$ cat config.mk
export PLATFORM = sky130hd
export DESIGN_NAME = baud_rate_divider
export DESIGN_NICKNAME = d
export VERILOG_FILES = /design/src/rtl/baud_div_pkg.sv /design/src/rtl/baud_prescaler.sv /design/src/rtl/baud_down_counter.sv /design/src/rtl/baud_shift_clock.sv /design/src/rtl/baud_rate_divider.sv
export SDC_FILE = /design/constraint.sdc
export NUM_CORES = 1
export LEC_CHECK = 0
export BUFFER_PORTS_ARGS = -buffer_cell sky130_fd_sc_hd__buf_2
export CORE_ASPECT_RATIO = 2
export CORE_MARGIN = 2
export CORE_UTILIZATION = 40
export DETAILED_ROUTE_END_ITERATION = 12
export GPL_ROUTABILITY_DRIVEN = 0
export MAX_ROUTING_LAYER = met4
export SYNTH_ARGS = -nofsm -noshare
export SYNTH_HDL_FRONTEND = slang
export SYNTH_SLANG_ARGS = --single-unit
$ cat constraint.sdc
create_clock -name clk -period 3.23 [get_ports clk]
set_input_delay 0.4845 -clock clk [delete_from_list [all_inputs] [get_ports clk]]
set_output_delay 0.4845 -clock clk [all_outputs]
set_load 0.03 [all_outputs]
$ cat src/rtl/baud_div_pkg.sv
package baud_div_pkg;
  typedef enum logic [1:0] {
    MODE_ASYNC    = 2'b00,
    MODE_SYNC_INT = 2'b01,
    MODE_SYNC_EXT = 2'b10,
    MODE_ASYNC_B  = 2'b11
  } baud_mode_e;
endpackage

$ cat src/rtl/baud_prescaler.sv
module baud_prescaler #(
  parameter int unsigned SEL_W = 2,
  parameter int unsigned STEP  = 2
) (
  input  logic             clk,
  input  logic             rst_n,
  input  logic             run,
  input  logic [SEL_W-1:0] sel,
  output logic             en
);
  localparam int unsigned N_SEL = 1 << SEL_W;
  localparam int unsigned PRE_W = STEP * (N_SEL - 1);

  logic [PRE_W-1:0] cnt_q;
  logic [PRE_W-1:0] lim [N_SEL];

  // terminal value per ratio: 4^g - 1
  for (genvar g = 0; g < N_SEL; g++) begin : g_lim
    assign lim[g] = PRE_W'((64'd1 << (g * STEP)) - 64'd1);
  end

  assign en = run & (cnt_q == lim[sel]);

  always_ff @(posedge clk or negedge rst_n) begin
    if (!rst_n)      cnt_q <= '0;
    else if (!run)   cnt_q <= '0;
    else if (en)     cnt_q <= '0;
    else             cnt_q <= cnt_q + PRE_W'(1);
  end

  // with a ratio above one, enables never come back to back
  assert_pre_gap_R6: assert property (@(posedge clk) disable iff (!rst_n)
    (run && sel != '0 && $stable(sel) && en) |=> !en);
endmodule

$ cat src/rtl/baud_down_counter.sv
module baud_down_counter #(
  parameter int unsigned DIV_W = 8
) (
  input  logic             clk,
  input  logic             rst_n,
  input  logic             run,
  input  logic             src_en,
  input  logic             wr_en,
  input  logic [DIV_W-1:0] wr_val,
  output logic             armed,
  output logic             tick
);
  localparam logic [DIV_W-1:0] ONE = DIV_W'(1);

  logic [DIV_W-1:0] cnt_q;
  logic [DIV_W-1:0] pend_q;
  logic             valid_q;

  assign armed = run & valid_q;
  assign tick  = armed & src_en & (cnt_q == '0);

  always_ff @(posedge clk or negedge rst_n) begin
    if (!rst_n) begin
      pend_q  <= '0;
      valid_q <= 1'b0;
    end else if (wr_en) begin
      pend_q  <= wr_val;
      valid_q <= 1'b1;
    end
  end

  always_ff @(posedge clk or negedge rst_n) begin
    if (!rst_n)          cnt_q <= '0;
    else if (!armed)     cnt_q <= pend_q;
    else if (src_en)     cnt_q <= (cnt_q == '0) ? pend_q : cnt_q - ONE;
  end

  // each source tick moves a nonzero count down by one
  assert_count_down_R1: assert property (@(posedge clk) disable iff (!rst_n)
    (armed && src_en && cnt_q != '0) |=> cnt_q == $past(cnt_q) - ONE);

  // terminal count reloads from the pending value seen at that edge
  assert_reload_pending_R3: assert property (@(posedge clk) disable iff (!rst_n)
    tick |=> cnt_q == $past(pend_q));
endmodule

$ cat src/rtl/baud_shift_clock.sv
module baud_shift_clock #(
  parameter int unsigned SYNC_STAGES = 2
) (
  input  logic clk,
  input  logic rst_n,
  input  logic int_run,
  input  logic adv,
  input  logic ext_run,
  input  logic ext_sclk,
  output logic sclk,
  output logic sclk_rise
);
  logic                   tog_q;
  logic                   int_rise_q;
  logic [SYNC_STAGES-1:0] sync_q;
  logic                   ext_rise_q;

  always_ff @(posedge clk or negedge rst_n) begin
    if (!rst_n) begin
      tog_q      <= 1'b0;
      int_rise_q <= 1'b0;
    end else if (!int_run) begin
      tog_q      <= 1'b0;
      int_rise_q <= 1'b0;
    end else begin
      if (adv) tog_q <= ~tog_q;
      int_rise_q <= adv & ~tog_q;
    end
  end

  always_ff @(posedge clk or negedge rst_n) begin
    if (!rst_n) begin
      sync_q     <= '0;
      ext_rise_q <= 1'b0;
    end else if (!ext_run) begin
      sync_q     <= '0;
      ext_rise_q <= 1'b0;
    end else begin
      sync_q     <= {sync_q[SYNC_STAGES-2:0], ext_sclk};
      ext_rise_q <= sync_q[SYNC_STAGES-2] & ~sync_q[SYNC_STAGES-1];
    end
  end

  assign sclk      = ext_run ? sync_q[SYNC_STAGES-1] : tog_q;
  assign sclk_rise = ext_run ? ext_rise_q : int_rise_q;

  // a rising shift clock always comes with its rise pulse
  assert_rise_pulse_R7: assert property (@(posedge clk) disable iff (!rst_n)
    ($stable(ext_run) && $rose(sclk)) |-> sclk_rise);
endmodule

$ cat src/rtl/baud_rate_divider.sv
module baud_rate_divider #(
  parameter int unsigned DIV_W       = 8,
  parameter int unsigned SEL_W       = 2,
  parameter int unsigned PRE_STEP    = 2,
  parameter int unsigned SYNC_STAGES = 2
) (
  input  logic             clk,
  input  logic             rst_n,
  input  logic             enable,
  input  logic [1:0]       mode,
  input  logic [SEL_W-1:0] pre_sel,
  input  logic             src_tick,
  input  logic             div_wr,
  input  logic [DIV_W-1:0] div_wdata,
  input  logic             ext_sclk,
  output logic             baud_tick,
  output logic             sclk_out,
  output logic             sclk_rise
);
  import baud_div_pkg::*;

  baud_mode_e mode_e;
  logic       is_int, is_ext;
  logic       armed, tick_now, pre_en, src_en;
  logic       tick_q;

  assign mode_e = baud_mode_e'(mode);
  assign is_int = (mode_e == MODE_SYNC_INT);
  assign is_ext = (mode_e == MODE_SYNC_EXT);

  baud_prescaler #(.SEL_W(SEL_W), .STEP(PRE_STEP)) u_pre (
    .clk   (clk),
    .rst_n (rst_n),
    .run   (armed & is_int),
    .sel   (pre_sel),
    .en    (pre_en)
  );

  assign src_en = is_int ? pre_en : src_tick;

  baud_down_counter #(.DIV_W(DIV_W)) u_cnt (
    .clk    (clk),
    .rst_n  (rst_n),
    .run    (enable & ~is_ext),
    .src_en (src_en),
    .wr_en  (div_wr),
    .wr_val (div_wdata),
    .armed  (armed),
    .tick   (tick_now)
  );

  baud_shift_clock #(.SYNC_STAGES(SYNC_STAGES)) u_sclk (
    .clk       (clk),
    .rst_n     (rst_n),
    .int_run   (armed & is_int),
    .adv       (tick_now),
    .ext_run   (enable & is_ext),
    .ext_sclk  (ext_sclk),
    .sclk      (sclk_out),
    .sclk_rise (sclk_rise)
  );

  always_ff @(posedge clk or negedge rst_n) begin
    if (!rst_n) tick_q <= 1'b0;
    else        tick_q <= tick_now;
  end

  assign baud_tick = tick_q;

  // a tick needs enable high on the previous cycle
  assert_idle_quiet_R5: assert property (@(posedge clk) disable iff (!rst_n)
    !$past(enable) |-> !baud_tick);

  // external-clock mode never ticks
  assert_ext_no_tick_R8: assert property (@(posedge clk) disable iff (!rst_n)
    (is_ext && $past(is_ext)) |-> !baud_tick);

  // the internal shift clock only moves together with a tick
  assert_sclk_step_R7: assert property (@(posedge clk) disable iff (!rst_n)
    (is_int && $stable(mode) && enable && $past(enable) && !$stable(sclk_out))
      |-> baud_tick);
endmodule

==> reports/metrics.cfg, run 1 <==
[global_routing]
grt_pass1_vias = 1254
antenna_found_initial = 0
grt.total_usage = 0.1826
grt_max_degree = 30
grt_pass1_wl_um = 5609
overflow = 0

[yosys]
seq_area_frac_synth = 0.4793
yosysTopAreaCell = dfrtp_1
postSynthAreaPerCell_um2 = 10.37
synth_top_area_frac = 0.4793
syn_nets = 167
ys_types = 37
synth_seq_cells = 29
yosysWarnings = 0
synth.area.top_cells = dfrtp_1, mux2_2, nor2_1
synth_area_um2 = 1514
syn-instance-count = 146

[timing]
fmax_ghz = 0.4663
setup_viol_count_final = 0
final_max_slew_viol_count = 0
setup_tns_ps = 0
rsz0062_at_grt = no
hold-worst-slack_ps = 221.5
max_slew.worst_pin.slew_ps = 637.7
fin_crit_sh = 0.6640
finalHoldViolCount = 0
layout_min_cycle_time_ps = 2145
worst_slack_ps = 1085
fin_skew_ps = 4.742
max_slew_margin = 0.5749

[worst_setup_path]
crit_cells = 8
path_buf_inv = 2
cpLargestDelayFamily = simple AND/OR/NAND/NOR gates
worst_path_largest_cell_delay_ps = 500
cp_max_fo = 20
cp_data_arrival_time_ps = 2310
cp_cell_sequence = inv_1 > ha_1 > or3b_2 > o2111ai_1 > buf_4 > nor2b_1 > nor3_1 > o22a_1
ff2ff_path_depth = 8
worstSetupEndpointType = register
crit_type = reg2reg
crit_path_start_kind = register
crit_required_ps = 3400
slowest_stage = or3b_2

[floorplanning]
io_pins = 21
core_area_um2 = 3607
rows = 31
die_y_um = 91.01
start_util = 0.4197
die_area_um2 = 4323
die_w_um = 47.50

[cts]
clk_path_buf_depth = 2
cts_tree = done
clkLatencyLatePin_ps = 280
path_clk_slew_ps = 60
cts_max_level = 2
cts_hold_buf = 0
post_cts_buffers = 0
root_buffer = clkbuf_8
clkSinkCount = 29
cts_buffers = 5
cts_resized = 0

[pwr]
leakage_nw = 0.7705
power_density_nw_per_um2 = 531.7
peakVddDrop_uv = 272.5
finalPower_mw = 0.9254

[routing]
wire_per_inst_um = 14.73
drt_iter0_drc = 21
drtAntennaViolNets = 0
drc_errors = 0
dr.pass1.iters = 4
vias = 1160
viasPerCell = 5.321
wirelength_um = 3211

[placement]
port_buffers = 20
place_ws_ps = 835.5
dp_hpwl_um = 2389

[run_status]
outcome = complete, no violations

[layout]
diodes = 0
drive_above_1_share = 0.2781
post-route-util = 0.4825
nNetsFinal = 190
areaGrowthSynthToFinish_pct = 14.96

[job]
drv_cap = 0

[min_path]
hp-class = in2async

[final timing paths]
check / from / to / slack [ps]
hold / removal: rst_n / u_cnt.pend_q[3] / 220
max in group asynchronous: rst_n / u_sclk.sync_q[0] / 2590
setup reg to reg: u_cnt.cnt_q[0] / u_cnt.cnt_q[0] / 1090
setup / recovery: u_cnt.cnt_q[0] / u_cnt.cnt_q[0] / 1090
min in group clk: u_sclk.sync_q[1] / u_sclk.ext_rise_q / 430
hold reg to reg: u_sclk.sync_q[1] / u_sclk.ext_rise_q / 430
[synthesized netlist by cell type, drive strengths merged]
master	number
dfrtp	29
nor2	16
mux2	11
nor3	9
o21ai	8
o31ai	7
a21oi	6
nand2	6
nand3	5
nor2b	5
nor4	5
inv	4
xor2	4
and3	3
buf	3
ha	3
nand2b	3
o211ai	3
or4	3
clkbuf	2
o22a	2
or2	2
a31oi	1
o2111ai	1
o21ba	1
o22ai	1
or3	1
or3b	1
xnor2	1
[flip-flops by register name (all words and copies together) (netlist names)]
name and cells:
u_sclk.int_rise_q 1, u_pre.cnt_q 6, baud_tick 1, u_sclk.ext_rise_q 1
u_cnt.pend_q 8, u_cnt.valid_q 1, u_sclk.tog_q 1, u_sclk.sync_q 2
u_cnt.cnt_q 8
[power breakdown]
part           internal, mW  switching (mW)
registers             0.404          0.0435
logic                0.0808          0.0980
clock network         0.169           0.131
[worst reg2reg max path, delay by kind of cell, from the launching register on]
kind	cells	cell delay (ps)
and+or+nand+nor	3	720
buffers and inverters	2	350
adders and majority gates	1	140
AOI/OAI and AO/OA	2	420
DFF	1	410
[placed cells by master, fill, tap and decap left out, drive strengths merged, types with 5 or more instances in the layout]
cell type   n
a21oi       6
buf        21
clkbuf      7
dfrtp      29
mux2       11
nand2       6
nand3       5
nor2       16
nor2b       5
nor3        9
nor4        5
o21ai       8
o31ai       7
[final cells by class]
class,instances,area [um2]
Fill cell,357,1867
Multi-Input combinational cell,108,744.5
Sequential cell,29,725.7
Timing Repair Buffer,21,107.6
Clock buffer,7,86.33
Tap cell,49,61.31
Inverter,4,15.01
[per-stage QoR]
step,cell area (um2),std cells
floorplan,1514,146
global placement,1654,211
detailed placement,1654,211
CTS,1740,218
global route,1740,218
finish,1740,218
[layer usage]
metal | vias to the layer above | routed length (um) | share of wire | global-route usage
met1 | 549 | 1220 | 0.38 | 0.1926
met2 | 20 | 1779 | 0.55 | 0.2928
met3 | 16 | 90 | 0.028 | 0.04374
met5 | - | 0 | 0 | -
met4 | 0 | 120 | 0.037 | 0.09954
li1 | 575 | - | - | -
[logic make-up (layout without fill, tap and decap cells)]
kind of cell,count (synthesis),count (layout),synth area share
flip-flops,29,29,0.4793
buffers and inverters,9,32,0.02892
AND/OR/NAND/NOR,59,59,0.2132
adder cells (fa/ha/maj),3,3,0.02480
AO/OA/AOI/OAI,30,30,0.1405
multiplexers,11,11,0.08430
XOR/XNOR,5,5,0.02892
No activity file was read; power rests on OpenSTA's default activity.
==> run 2: changes to the inputs <==
- clock period: 3.23 -> 1.8 ns (I/O delays scaled with it)
==> run 2 against run 1 <==
Power rose by 140%. Global-route usage is 4.7 points higher. Clock power up 130%. The flow now finishes with violations (setup timing). Critical path type unchanged. Register-to-register slack worse by 1200 ps. Final cell count rose by 18%. Combinational power rose to 4.1 times the previous value. Via count increased by 17%. Routed wire length up 24%. Highest routed layer unchanged. Final area rose by 27%. Clock skew grew 0.89 ps.
==> reports/metrics.cfg, run 2 (synthesis results as in run 1) <==
[run_status]
outcome = finished with violations  ; was complete, no violations
violations = setup timing

[floorplanning]
core_area_um2 = 3607  ; unchanged
start_util = 0.4197  ; unchanged
die_area_um2 = 4323  ; unchanged
die_w_um = 47.50  ; unchanged
rows = 31  ; unchanged
io_pins = 21  ; unchanged
die_y_um = 91.01  ; unchanged

[worst_setup_path]
cp_data_arrival_time_ps = 2100  ; was 2310 ps
crit_type = reg2reg  ; unchanged
cp_max_fo = 3  ; was 20
worstSetupEndpointType = register  ; unchanged
crit_required_ps = 1960  ; was 3400 ps
crit_path_start_kind = register  ; unchanged

[pwr]
finalPower_mw = 2.214  ; was 0.9254 mW
power_switching_mw = 0.6439  ; was 0.2722 mW
seq_power_share = 0.353  ; was 0.483
power_frac_comb = 0.333  ; was 0.193
leakage_nw = 0.9932  ; was 0.7705 nW
netSwitchingFraction = 0.2909  ; was 0.2941
internal-power_mw = 1.570  ; was 0.6533 mW
peakVddDrop_uv = 754.3  ; was 272.5 uV
power.share.clock = 0.314  ; was 0.323
power_density_nw_per_um2 = 1002  ; was 531.7 nW/um2

[cts]
clk_path_buf_depth = 2  ; unchanged
cts_buffers = 5  ; unchanged
path_clk_slew_ps = 60  ; about the same
cts_tree = done  ; unchanged
root_buffer = clkbuf_8  ; unchanged
cts_hold_buf = 0  ; unchanged
clkSinkCount = 29  ; unchanged
clkLatencyLatePin_ps = 280  ; about the same
cts_max_level = 2  ; unchanged

[timing]
layout_min_cycle_time_ps = 1939  ; was 2145 ps
hold-worst-slack_ps = 14.32  ; was 221.5 ps
setup_tns_ps = -894.8  ; was 0 ps
max_slew_margin = 0.5634  ; was 0.5749
fmax_ghz = 0.5157  ; was 0.4663 GHz
max_slew.worst_pin.slew_ps = 654.9  ; was 637.7 ps
setup_viol_count_final = 9  ; was 0
rsz0062_at_grt = yes  ; was no
fin_skew_ps = 5.637  ; was 4.742 ps
final_max_slew_viol_count = 0  ; unchanged
worst_slack_ps = -139.0  ; was 1085 ps
finalHoldViolCount = 0  ; unchanged
fin_crit_sh = 1.077  ; was 0.6640

[layout]
diodes = 0  ; unchanged
stdcell_count = 257  ; was 218
areaGrowthSynthToFinish_pct = 45.87  ; was 14.96%
post-route-cell-area_um2 = 2208  ; was 1740 um2
layout_common_cells = buf_4, dfrtp_1, buf_2  ; was dfrtp_1, buf_2, nor2_1
mostFrequentLayoutCell = buf_4  ; was dfrtp_1
drive_above_1_share = 0.5096  ; was 0.2781
nNetsFinal = 228  ; was 190
reg_top3 = u_cnt.cnt_q x8, u_cnt.pend_q x8, u_pre.cnt_q x6  ; unchanged

[routing]
drtAntennaViolNets = 0  ; unchanged
wirelength_um = 3992  ; was 3211 um
vias = 1359  ; was 1,160
drc_errors = 0  ; unchanged
dr.pass1.iters = 4  ; unchanged
wire_per_inst_um = 15.53  ; was 14.73 um
drt_iter0_drc = 43  ; was 21
viasPerCell = 5.288  ; was 5.321

[min_path]
hp-class = in2async  ; unchanged

[placement]
port_buffers = 20  ; unchanged
dp_hpwl_um = 2812  ; was 2389 um
dpl_cell_area_um2 = 1884  ; was 1654 um2
place_inst = 237  ; was 211

[global_routing]
grt_max_degree = 30  ; unchanged
grt_pass1_vias = 1457  ; was 1,254
antenna_found_initial = 0  ; unchanged
overflow = 0  ; unchanged
grt.total_usage = 0.2291  ; was 0.1826
grt_pass1_wl_um = 6962  ; was 5609 um

[job]
drv_cap = 0  ; unchanged

## run 2: cell types whose count changed in the layout (fill, tap and decap cells not counted), moves of 3 or more
cell	before	now
buf_6	0	4
nor2_1	15	10
nor2_2	0	3
buf_4	1	34
o31ai_2	1	4
o31ai_1	6	3
## run 2: routing by layer
metal  track usage  wire [um]  part of all wire
met4       0.08333        100             0.025
met5             -          0                 0
met3       0.04175        112             0.028
met2        0.3829       2448              0.61
met1        0.2555       1329              0.33
## run 2: final timing paths
path / start / endpoint / cells past startpoint / slack [ps]
worst max-delay path: u_cnt.cnt_q[1] / u_cnt.cnt_q[0] / 8 / -140
worst min-delay path: rst_n / u_cnt.pend_q[6] / 1 / 10
worst max register to register: u_cnt.cnt_q[1] / u_cnt.cnt_q[0] / 8 / -140
worst min register to register: u_sclk.sync_q[1] / u_sclk.ext_rise_q / 1 / 420
max in group asynchronous: rst_n / u_pre.cnt_q[1] / 1 / 1350
min in group clk: div_wdata[7] / u_cnt.pend_q[7] / 2 / 220
## run 2: worst max-delay path: stages (launching register included)
cell       delay, ps
dfrtp_1          400
inv_2             90
ha_4             130
or3b_4           400
o2111ai_4        280
buf_6            150
nor2b_1          120
nor3_1            60
o22a_1           190
## run 2: power by group through the flow
stage | combinational (mW) | clock, mW | sequential, mW
after floorplan | 0.265 | 0 | 0.783
after global placement | 0.494 | 0 | 0.785
after detailed placement | 0.508 | 0 | 0.786
after CTS | 0.678 | 0.710 | 0.777
after global routing | 0.806 | 0.740 | 0.786
final | 0.738 | 0.695 | 0.781
## run 2: layout make-up
cell class | instances | area [um2]
Clock buffer | 7 | 86.33
Clock inverter | 1 | 30.03
Fill cell | 322 | 1399
Inverter | 4 | 15.01
Multi-Input combinational cell | 108 | 869.6
Sequential cell | 29 | 725.7
Tap cell | 49 | 61.31
Timing Repair Buffer | 59 | 420.4
## run 2: timing repair
item | in CTS | in global routing
resized for setup | 13 | 16
cloned | 1 | 0
setup endpoints to repair | 9 | 16
pin swaps | 9 | 13
buffers inserted | 11 | 2
## run 2: metrics by stage
stage               setup slack, ps    util
floorplan                    -99.83       -
global placement             -83.58  0.5224
detailed placement           -114.9  0.5224
CTS                          -69.88  0.5966
global route                 -217.3  0.6122
finish                       -139.0  0.6122
